--- config.mk ---
export PLATFORM = sky130hd
export DESIGN_NAME = trap_dispatch
export DESIGN_NICKNAME = d
export VERILOG_FILES = /design/src/rtl/trap_dispatch_pkg.sv /design/src/rtl/trap_level_decode.sv /design/src/rtl/trap_mode_select.sv /design/src/rtl/trap_vector_gen.sv /design/src/rtl/trap_dispatch.sv
export SDC_FILE = /design/constraint.sdc
export NUM_CORES = 1
export LEC_CHECK = 0
export ABC_AREA = 1
export BUFFER_PORTS_ARGS = -buffer_cell sky130_fd_sc_hd__buf_2
export CAP_MARGIN = 20
export CORE_UTILIZATION = 50
export DETAILED_ROUTE_END_ITERATION = 16
export HOLD_SLACK_MARGIN = 0.05
export PLACE_DENSITY = 0.8
export REMOVE_ABC_BUFFERS = 1
export SLEW_MARGIN = 20
export SYNTH_ARGS = -nofsm -noshare
export SYNTH_HDL_FRONTEND = slang
export SYNTH_HIERARCHICAL = 1
export SYNTH_SLANG_ARGS = --single-unit
--- constraint.sdc ---
create_clock -name clk -period 0.8 [get_ports clk]
set_input_delay 0.08 -clock clk [delete_from_list [all_inputs] [get_ports clk]]
set_output_delay 0.08 -clock clk [all_outputs]
set_load 0.005 [all_outputs]
--- src/rtl/trap_dispatch_pkg.sv ---
package trap_dispatch_pkg;

  typedef enum logic [1:0] {
    LVL_USER  = 2'd0,
    LVL_PRIV  = 2'd1,
    LVL_HYPER = 2'd2
  } lvl_e;

  localparam int MODE_N     = 4;
  localparam int MODE_RSTER = 0;
  localparam int MODE_ERR   = 1;
  localparam int MODE_HYP   = 2;
  localparam int MODE_PRV   = 3;

endpackage

--- src/rtl/trap_level_decode.sv ---
module trap_level_decode
  import trap_dispatch_pkg::*;
#(
  parameter int PS_W    = 13,
  parameter int HPS_W   = 11,
  parameter int PRIV_BIT = 2,
  parameter int HPRIV_BIT = 2
) (
  input  logic [PS_W-1:0]  pstate,
  input  logic [HPS_W-1:0] hpstate,
  output lvl_e             level
);

  always_comb begin
    if (!pstate[PRIV_BIT])       level = LVL_USER;
    else if (!hpstate[HPRIV_BIT]) level = LVL_PRIV;
    else                          level = LVL_HYPER;
  end

  always_comb begin
    AST_LEVEL_LEGAL: assert (level != 2'd3);
  end

endmodule

--- src/rtl/trap_mode_select.sv ---
module trap_mode_select
  import trap_dispatch_pkg::*;
#(
  parameter int TL_W    = 3,
  parameter int TT_W    = 9,
  parameter int MAX_TL  = 6,
  parameter int MAX_PTL = 2,
  parameter int WDOG_TT = 2
) (
  input  logic              red_flag,
  input  logic [TL_W-1:0]   tl,
  input  logic [1:0]        target,
  input  logic [TT_W-1:0]   tt_in,
  output logic [MODE_N-1:0] mode,
  output logic [TT_W-1:0]   tt_eff,
  output logic              raised
);

  localparam logic [TL_W-1:0] TL_TOP  = TL_W'(MAX_TL);
  localparam logic [TL_W-1:0] TL_EDGE = TL_W'(MAX_TL - 1);
  localparam logic [TL_W-1:0] TL_PRV  = TL_W'(MAX_PTL);
  localparam logic [TT_W-1:0] TT_WDOG = TT_W'(WDOG_TT);

  logic take_rster, take_err, take_wdog, take_hyp;

  assign take_rster = red_flag || (tl == TL_EDGE);
  assign take_err   = (tl >= TL_TOP);
  assign take_wdog  = (tl > TL_PRV) && (target == LVL_PRIV);
  assign take_hyp   = target[1];
  // the new depth is tl+1; it exceeds 1 whenever tl is non-zero
  assign raised     = (tl != '0);

  always_comb begin
    mode   = '0;
    tt_eff = tt_in;
    if (take_rster) begin
      mode[MODE_RSTER] = 1'b1;
    end else if (take_err) begin
      mode[MODE_ERR] = 1'b1;
    end else if (take_wdog) begin
      mode[MODE_HYP] = 1'b1;
      tt_eff         = TT_WDOG;
    end else if (take_hyp) begin
      mode[MODE_HYP] = 1'b1;
    end else begin
      mode[MODE_PRV] = 1'b1;
    end
  end

  always_comb begin
    AST_SEL_ONEHOT: assert ($countones(mode) == 1);
  end

endmodule

--- src/rtl/trap_vector_gen.sv ---
module trap_vector_gen
  import trap_dispatch_pkg::*;
#(
  parameter int          AW         = 64,
  parameter int          TT_W       = 9,
  parameter int          HVEC_BITS  = 14,
  parameter int          TT_SHIFT   = 5,
  parameter int          INST_BYTES = 4,
  parameter logic [63:0] RST_BASE   = 64'hFFFF_FFFF_F000_0000,
  parameter logic [63:0] RST_OFF    = 64'h0000_0000_0000_00A0
) (
  input  logic [MODE_N-1:0] mode,
  input  logic [TT_W-1:0]   tt_eff,
  input  logic              raised,
  input  logic [AW-1:0]     tba,
  input  logic [AW-1:0]     htba,
  output logic [AW-1:0]     pc,
  output logic [AW-1:0]     npc,
  output logic [AW-1:0]     nnpc
);

  localparam logic [AW-1:0] MASK_H = (AW'(1) << HVEC_BITS) - AW'(1);
  localparam logic [AW-1:0] MASK_P = (AW'(1) << (HVEC_BITS + 1)) - AW'(1);
  localparam logic [AW-1:0] RAISE  = AW'(1) << HVEC_BITS;
  localparam logic [AW-1:0] STEP   = AW'(INST_BYTES);

  function automatic logic [AW-1:0] tt_slot(input logic [TT_W-1:0] t);
    return (AW'(t) << TT_SHIFT) & MASK_H;
  endfunction

  function automatic logic [AW-1:0] hyp_vec(input logic [AW-1:0] b,
                                            input logic [TT_W-1:0] t);
    return (b & ~MASK_H) | tt_slot(t);
  endfunction

  function automatic logic [AW-1:0] prv_vec(input logic [AW-1:0] b,
                                            input logic [TT_W-1:0] t,
                                            input logic r);
    return (b & ~MASK_P) | (r ? RAISE : '0) | tt_slot(t);
  endfunction

  function automatic logic [AW-1:0] next_fetch(input logic [AW-1:0] a);
    return a + STEP;
  endfunction

  always_comb begin
    if (mode[MODE_RSTER])    pc = AW'(RST_BASE | RST_OFF);
    else if (mode[MODE_HYP]) pc = hyp_vec(htba, tt_eff);
    else                     pc = prv_vec(tba, tt_eff, raised);
  end

  assign npc  = next_fetch(pc);
  assign nnpc = next_fetch(npc);

endmodule

--- src/rtl/trap_dispatch.sv ---
module trap_dispatch
  import trap_dispatch_pkg::*;
#(
  parameter int AW      = 64,
  parameter int PS_W    = 13,
  parameter int HPS_W   = 11,
  parameter int TL_W    = 3,
  parameter int TT_W    = 9,
  parameter int MAX_TL  = 6,
  parameter int MAX_PTL = 2,
  parameter int RED_BIT = 5
) (
  input  logic              clk,
  input  logic              rst_n,
  input  logic              trap_valid_i,
  input  logic [PS_W-1:0]   pstate_i,
  input  logic [HPS_W-1:0]  hpstate_i,
  input  logic [TL_W-1:0]   tl_i,
  input  logic [TT_W-1:0]   tt_i,
  input  logic [AW-1:0]     tba_i,
  input  logic [AW-1:0]     htba_i,
  input  logic [1:0]        target_lvl_i,
  output logic              valid_o,
  output logic [MODE_N-1:0] mode_o,
  output logic [TT_W-1:0]   tt_o,
  output logic [AW-1:0]     pc_o,
  output logic [AW-1:0]     npc_o,
  output logic [AW-1:0]     nnpc_o,
  output logic [1:0]        cur_lvl_o
);

  localparam logic [AW-1:0] RST_PC = AW'(64'hFFFF_FFFF_F000_00A0);
  localparam logic [AW-1:0] STEP   = AW'(4);

  lvl_e              lvl_now;
  logic [MODE_N-1:0] sel_mode;
  logic [TT_W-1:0]   sel_tt;
  logic              sel_raised;
  logic [AW-1:0]     vec_pc, vec_npc, vec_nnpc;
  logic              take_new_pc;

  trap_level_decode #(.PS_W(PS_W), .HPS_W(HPS_W)) u_lvl (
    .pstate  (pstate_i),
    .hpstate (hpstate_i),
    .level   (lvl_now)
  );

  trap_mode_select #(
    .TL_W(TL_W), .TT_W(TT_W), .MAX_TL(MAX_TL), .MAX_PTL(MAX_PTL)
  ) u_sel (
    .red_flag (hpstate_i[RED_BIT]),
    .tl       (tl_i),
    .target   (target_lvl_i),
    .tt_in    (tt_i),
    .mode     (sel_mode),
    .tt_eff   (sel_tt),
    .raised   (sel_raised)
  );

  trap_vector_gen #(.AW(AW), .TT_W(TT_W)) u_vec (
    .mode   (sel_mode),
    .tt_eff (sel_tt),
    .raised (sel_raised),
    .tba    (tba_i),
    .htba   (htba_i),
    .pc     (vec_pc),
    .npc    (vec_npc),
    .nnpc   (vec_nnpc)
  );

  assign take_new_pc = trap_valid_i && !sel_mode[MODE_ERR];

  always_ff @(posedge clk or negedge rst_n) begin
    if (!rst_n) begin
      valid_o   <= 1'b0;
      mode_o    <= '0;
      tt_o      <= '0;
      cur_lvl_o <= '0;
    end else begin
      valid_o <= trap_valid_i;
      if (trap_valid_i) begin
        mode_o    <= sel_mode;
        tt_o      <= sel_tt;
        cur_lvl_o <= lvl_now;
      end
    end
  end

  always_ff @(posedge clk or negedge rst_n) begin
    if (!rst_n) begin
      pc_o   <= '0;
      npc_o  <= '0;
      nnpc_o <= '0;
    end else if (take_new_pc) begin
      pc_o   <= vec_pc;
      npc_o  <= vec_npc;
      nnpc_o <= vec_nnpc;
    end
  end

  AST_RESULT_ONEHOT: assert property (@(posedge clk) disable iff (!rst_n)
    valid_o |-> $countones(mode_o) == 1);
  AST_IDLE_HOLD: assert property (@(posedge clk) disable iff (!rst_n)
    !valid_o |-> $stable(pc_o) && $stable(mode_o) && $stable(tt_o));
  AST_ERR_KEEPS_PC: assert property (@(posedge clk) disable iff (!rst_n)
    valid_o && mode_o[MODE_ERR] |-> $stable(pc_o) && $stable(npc_o));
  AST_RSTER_PC: assert property (@(posedge clk) disable iff (!rst_n)
    valid_o && mode_o[MODE_RSTER] |-> pc_o == RST_PC);
  AST_FETCH_STEP: assert property (@(posedge clk) disable iff (!rst_n)
    valid_o && !mode_o[MODE_ERR] |-> npc_o == pc_o + STEP && nnpc_o == npc_o + STEP);
  AST_LVL_LEGAL: assert property (@(posedge clk) disable iff (!rst_n)
    cur_lvl_o != 2'd3);

endmodule

# Yosys cells after proc, flatten, opt, wreduce, memory -nomap -nowiden
# Index checks and enable logic that the tools add are counted.
# Widths: inputs -> output; s select.
totals:
  register_bits: 208
  latch_bits: 0
  mem_bits_rw: 0
  rom_bits: 0
  output_inout_bits: 208
  elab_cells: 37
  n_memories: 0
op_classes:
  addsub: 2
  mul: 0
  div: 0
  n_lt_le_gt_ge: 2
  eq_ne: 2
  shift: 0
  n_mux: 16
  n_bitwise: 3
  reduce_logical: 5
ops:
  columns: ["operator", "count"]
  rows:
  - ["$add 64x3->64 const B", 2]
  - ["$mux 64", 2]
  - ["$or 64x14->64", 2]
  - ["$or 64x64->64", 1]
  - ["$mux 9", 3]
  - ["$mux 15", 1]
  - ["$mux 1", 6]
  - ["$mux 2", 3]
  - ["$eq 3x3->1 const B", 1]
  - ["$ge 3x3->1 const B", 1]
  - ["$gt 3x2->1 const B", 1]
  - ["$mux 3", 1]
  - ["$reduce_bool 3->1", 1]
  - ["$eq 2x1->1 const B", 1]
  - ["$logic_and 1x1->1", 2]
  - ["$logic_not 1->1", 1]
  - ["$logic_or 1x1->1", 1]

# Logic depth before layout (Yosys ltp)
logic_depth:
  word_depth: 10
  mapped_depth: 12
  ltp_nobuf: 9

# Modules after synthesis
# Netlist, hierarchy kept.
by_module_without_submodules:
  columns: ["mod", "n_inst", "cells_each", "area_per_inst_um2", "seq_area_each_um2"]
  rows:
  - ["trap_dispatch", 1, 897, 8300.5, 5205.0]
  - ["trap_vector_gen", 1, 347, 1924.3, 0.0]
  - ["trap_mode_select", 1, 38, 220.2, 0.0]
  - ["trap_level_decode", 1, 4, 17.5, 0.0]

# Worst setup path after synthesis
# OpenSTA, ideal clock, no wires.
synth_timing:
  kind: "input to register"
  startpoint: "in target_lvl_i[0]"
  endpoint: "reg pc_o[14]"
  setup_time_ps: 65
  t_arrival_ps: 1339
  required_ps: 735
  path_slack_ps: -605
  cell_stages: 11
  n_path_buf: 3
  cell_sequence: "inv_1 > nor2_2 > nand2_4 > a21oi_1 > buf_6 > buf_6 > nor2_1 > nor2_1 > buf_4 > nand3_1 > nand2_1"
synth_via:
  elab_chain_cells: 7
synth_lines:
  columns: ["element", "line", "text"]
  rows:
  - ["start, declared", "trap_dispatch.sv:22", "input logic [1:0] target_lvl_i,"]
  - ["$eq 2x1->1", "trap_mode_select.sv:28", "assign take_wdog = (tl > TL_PRV) && (target == LVL_PRIV);"]
  - ["$logic_and 1x1->1", "trap_mode_select.sv:28", null]
  - ["$mux 1", "trap_mode_select.sv:40", "end else if (take_wdog) begin"]
  - ["$mux 2", "trap_mode_select.sv:38", "end else if (take_err) begin"]
  - ["$mux 3", "trap_mode_select.sv:36", "if (take_rster) begin"]
  - ["net sel_mode[2]", "trap_dispatch.sv:36", "logic [MODE_N-1:0] sel_mode;"]
  - ["$mux 64", "trap_vector_gen.sv:48", "else if (mode[MODE_HYP]) pc = hyp_vec(htba, tt_eff);"]
  - ["$mux 64", "trap_vector_gen.sv:47", "if (mode[MODE_RSTER]) pc = AW'(RST_BASE | RST_OFF);"]
  - ["net vec_pc[14]", "trap_dispatch.sv:39", "logic [AW-1:0] vec_pc, vec_npc, vec_nnpc;"]
  - ["end signal, assigned", "trap_dispatch.sv:95", "pc_o <= vec_pc;"]
  - ["end, declared", "trap_dispatch.sv:26", "output logic [AW-1:0] pc_o,"]
# The timed path passes the listed nets, and every way through them passes these cells.
# A chain may end at the register's enable or synchronous reset.

# Worst setup path in the final report
layout_timing:
  startpoint: "reg pc_o[59]"
  endpoint: "out pc_o[59]"
# No word-level cell between the ends.

==> results by group <==
Outcome
  • Status: finished, violations left
  • Violated checks: hold timing, setup timing

Clocking
  • CTS sink cnt: 208
  • Worst skew pair latency: 500 ps
  • CTS Hold Bufs: 105
  • Maximum clock path buffer count: 3
  • CTS buffer count: 22
  • Clk root buf: clkbuf_16
  • Worst-path clk slew: 60 ps
  • CTS tree: built
  • H-tree Lvls: 1

Route
  • Routed wire length: 48300 um
  • DR WL/cell: 23.5 um
  • Total number of vias: 12000
  • Antenna-violating nets left: 0
  • DR pass1 iterations: 6
  • Via density: 5.86
  • First-iteration detailed-routing DRC count: 1166
  • Residual DRC: 0

Critical path
  • Max FO, Critical Path: 2
  • Crit-path max cell delay: 530 ps
  • Crit-path leading delay family: flip-flops
  • Worst Path Required: 720 ps
  • WS Path Type: flop to output port
  • Bufs and invs on worst path: 1
  • Type of origin of the critical path: flop
  • Worst-path cell chain: buf_2
  • Arr. time, crit path: 1220 ps
  • Slowest-stage cell, CP: dfrtp_1
  • Crit end category: output port

STA
  • Rel. slew slack: 61.6%
  • Hold WS: -29.8 ps
  • Slew Viols, Final: 0
  • Worst Skew: 0 ps
  • RSZ-0062 raised after global routing: true
  • Slew @ Worst Pin: 576 ps
  • Final period util: 163%
  • Final setup fails: 369
  • Final WS setup: -504 ps
  • Hold Vio Cnt, Final: 4
  • TNS Setup: -98300 ps
  • Tmin final: 1300 ps
  • Fmax: 767 MHz

Global routing
  • Global route overflow: 0
  • Largest net degree at the start of global routing: 96
  • First-pass GRT wire length: 61200 um
  • Vias in the first global route: 11400
  • GRT Total Usage: 36.7%
  • Initial antenna violation count: 2

Worst hold path
  • Worst hold-check path type: primary input to flop

Place
  • Hpwl dp: 18200 um
  • Placed Area: 11600 sq um
  • Pre-CTS setup slack: -671 ps
  • GP Congestion: 0.860
  • IO buf count: 326

Power and ir drop
  • Switching Share: 32.4%
  • Gate power share: 29.4%
  • Sequential share of power: 38.8%
  • Pwr dens: 1880 nW/um^2
  • Clock power frac: 31.9%
  • Peak supply drop: 1.50 mV
  • Pleak: 0.00917 uW
  • Tot Pwr: 32400 uW
  • Switch Pwr: 10500 uW
  • Internal power: 21900 uW

Final layout
  • Layout cell share with drive strength beyond 1: 53.0%
  • Fillcell total: 864
  • Post-layout nets: 1936
  • Area of the multi-input gates: 5570 sq um
  • Final instance area: 17300 sq um
  • Sequential standard cell area: 5200 sq um
  • Area Overhead vs Synth: 64.9%

Logic synthesis
  • Post-synth EDFFs: 0
  • Cell type with the largest total area after synthesis: dfrtp_1
  • Synth area leaders: dfrtp_1, nand2_1, nand3_1, buf_4, buf_6
  • XOR/XNOR Fraction of Synth Area: 0%
  • Post-synth top flop: dfrtp_1
  • Adder-Cell Fraction of Synth Area: 0%
  • Asr flop ratio synth: 100%
  • Synth top area share: 49.7%
  • Share of the yosys chip area belonging to registers: 49.7%
  • Commonest cells post-synth: nand2_1, nand3_1, dfrtp_1
  • Synthesized flop and latch total: 208
  • Netlist Area Pre-Place: 10500 sq um
  • Unique cell type count in the Yosys netlist: 23
  • Synth Area per Inst: 8.14 sq um
  • Cells after Synth: 1286
  • Mux contribution to synthesized area: 0%
  • Synth Area in Simple Gates: 31.8%
  • Largest family of logic cells by synthesized area: simple AND/OR/NAND/NOR gates
  • Synth Area in Compound Gates: 0.837%
  • Yosys warns: 6
  • Count leader, synth: nand2_1

Floorplanning
  • I/O pin count: 377
  • Die area: 21500 sq um
  • DIE WIDTH: 147 um
  • Row count: 52
  • Core area: 20400 sq um
  • Die H: 147 um
  • Initial Util: 51.4%

Run
  • Max cap viols: 0
[cell type report]
type / instances / area share (%)
timing repair buffer: 660 / 30.0
antenna: 2 / 0.0290
clock buffer: 33 / 3.90
clock inverter: 4 / 0.131
sequential: 208 / 30.2
timing repair inverter: 1 / 0.0943
inverter: 53 / 1.41
multi-input combinational: 821 / 32.3
tap: 270 / 1.96
[cells in the final DEF, fill, tap and decap left out, drive strengths merged]
cell	instances
nand2	507
clkinvlp	1
nand3	230
dfrtp	208
buf	550
diode	2
clkbuf	38
clkinv	5
inv	52
o21ai	14
a21oi	2
nor2	50
dlygate4sd3	105
conb	15
o21bai	1
or2	2
[flip-flops by register name (all words and copies together) (netlist names)]
name	cells
cur_lvl_o	2
mode_o	4
nnpc_o	64
npc_o	64
pc_o	64
tt_o	9
valid_o	1
[worst reg2reg max path, stage by stage (launching register included)]
cell and delay, ps:
dfrtp_1 500, buf_4 190, nand2_1 70, nand2_1 150
[kinds of logic after synthesis]
group,after synthesis
and+or+nand+nor,789
buffers and inverters,270
DFF,208
AOI/OAI and AO/OA,17
other,2
[per-layer routing]
layer / vias to the layer above / GRT usage [%] / routed length [um] / part of all wire, %
met5: - / 0 / 0 / 0
met4: 0 / 23.2 / 4210 / 8.7
met3: 406 / 10.5 / 5230 / 11
met2: 1107 / 61.5 / 23200 / 48
met1: 5660 / 40.9 / 15600 / 32
li1: 4851 / - / - / -
[through the flow]
| stage | utilization, % | hold slack (ps) | cells |
|---|---|---|---|
| floorplan | - | -216 | 1082 |
| global placement | 56.8 | 3.70 | 1739 |
| detailed placement | 56.8 | 3.28 | 1739 |
| CTS | 77.6 | -92.6 | 1970 |
| global route | 84.7 | -16.3 | 2051 |
| finish | 84.7 | -29.8 | 2052 |
[power groups by stage]
stage | registers [uW] | clock network [uW] | logic (uW)
CTS | 12300 | 10000 | 7270
global placement | 12500 | 0 | 4850
detailed placement | 12500 | 0 | 4970
global route | 12700 | 10700 | 9970
floorplan | 12600 | 0 | 1910
finish | 12600 | 10300 | 9520
[timing repair]
item / 4_1_cts / 5_1_grt
gates resized for setup: 375 / 207
buffers inserted: 81 / 88
setup endpoints to repair: 380 / 390
gates cloned: 9 / 4
pin swaps: 175 / 105
hold endpoints to repair: 386 / 7
[path summary, 6_finish.rpt]
kind	from	endpoint	slack, ps	cells past startpoint
max	pc_o[59]$_DFFE_PN0P_	pc_o[59]	-500	1
min	tt_i[3]	tt_o[3]$_DFFE_PN0P_	-30	5
max reg2reg	pc_o[59]$_DFFE_PN0P_	pc_o[59]$_DFFE_PN0P_	-260	3
min reg2reg	npc_o[13]$_DFFE_PN0P_	npc_o[13]$_DFFE_PN0P_	470	2
max in group asynchronous	rst_n	npc_o[29]$_DFFE_PN0P_	210	3
min in group asynchronous	rst_n	npc_o[3]$_DFFE_PN0P_	50	2
Note: power is estimated with default switching activity, not from simulation.
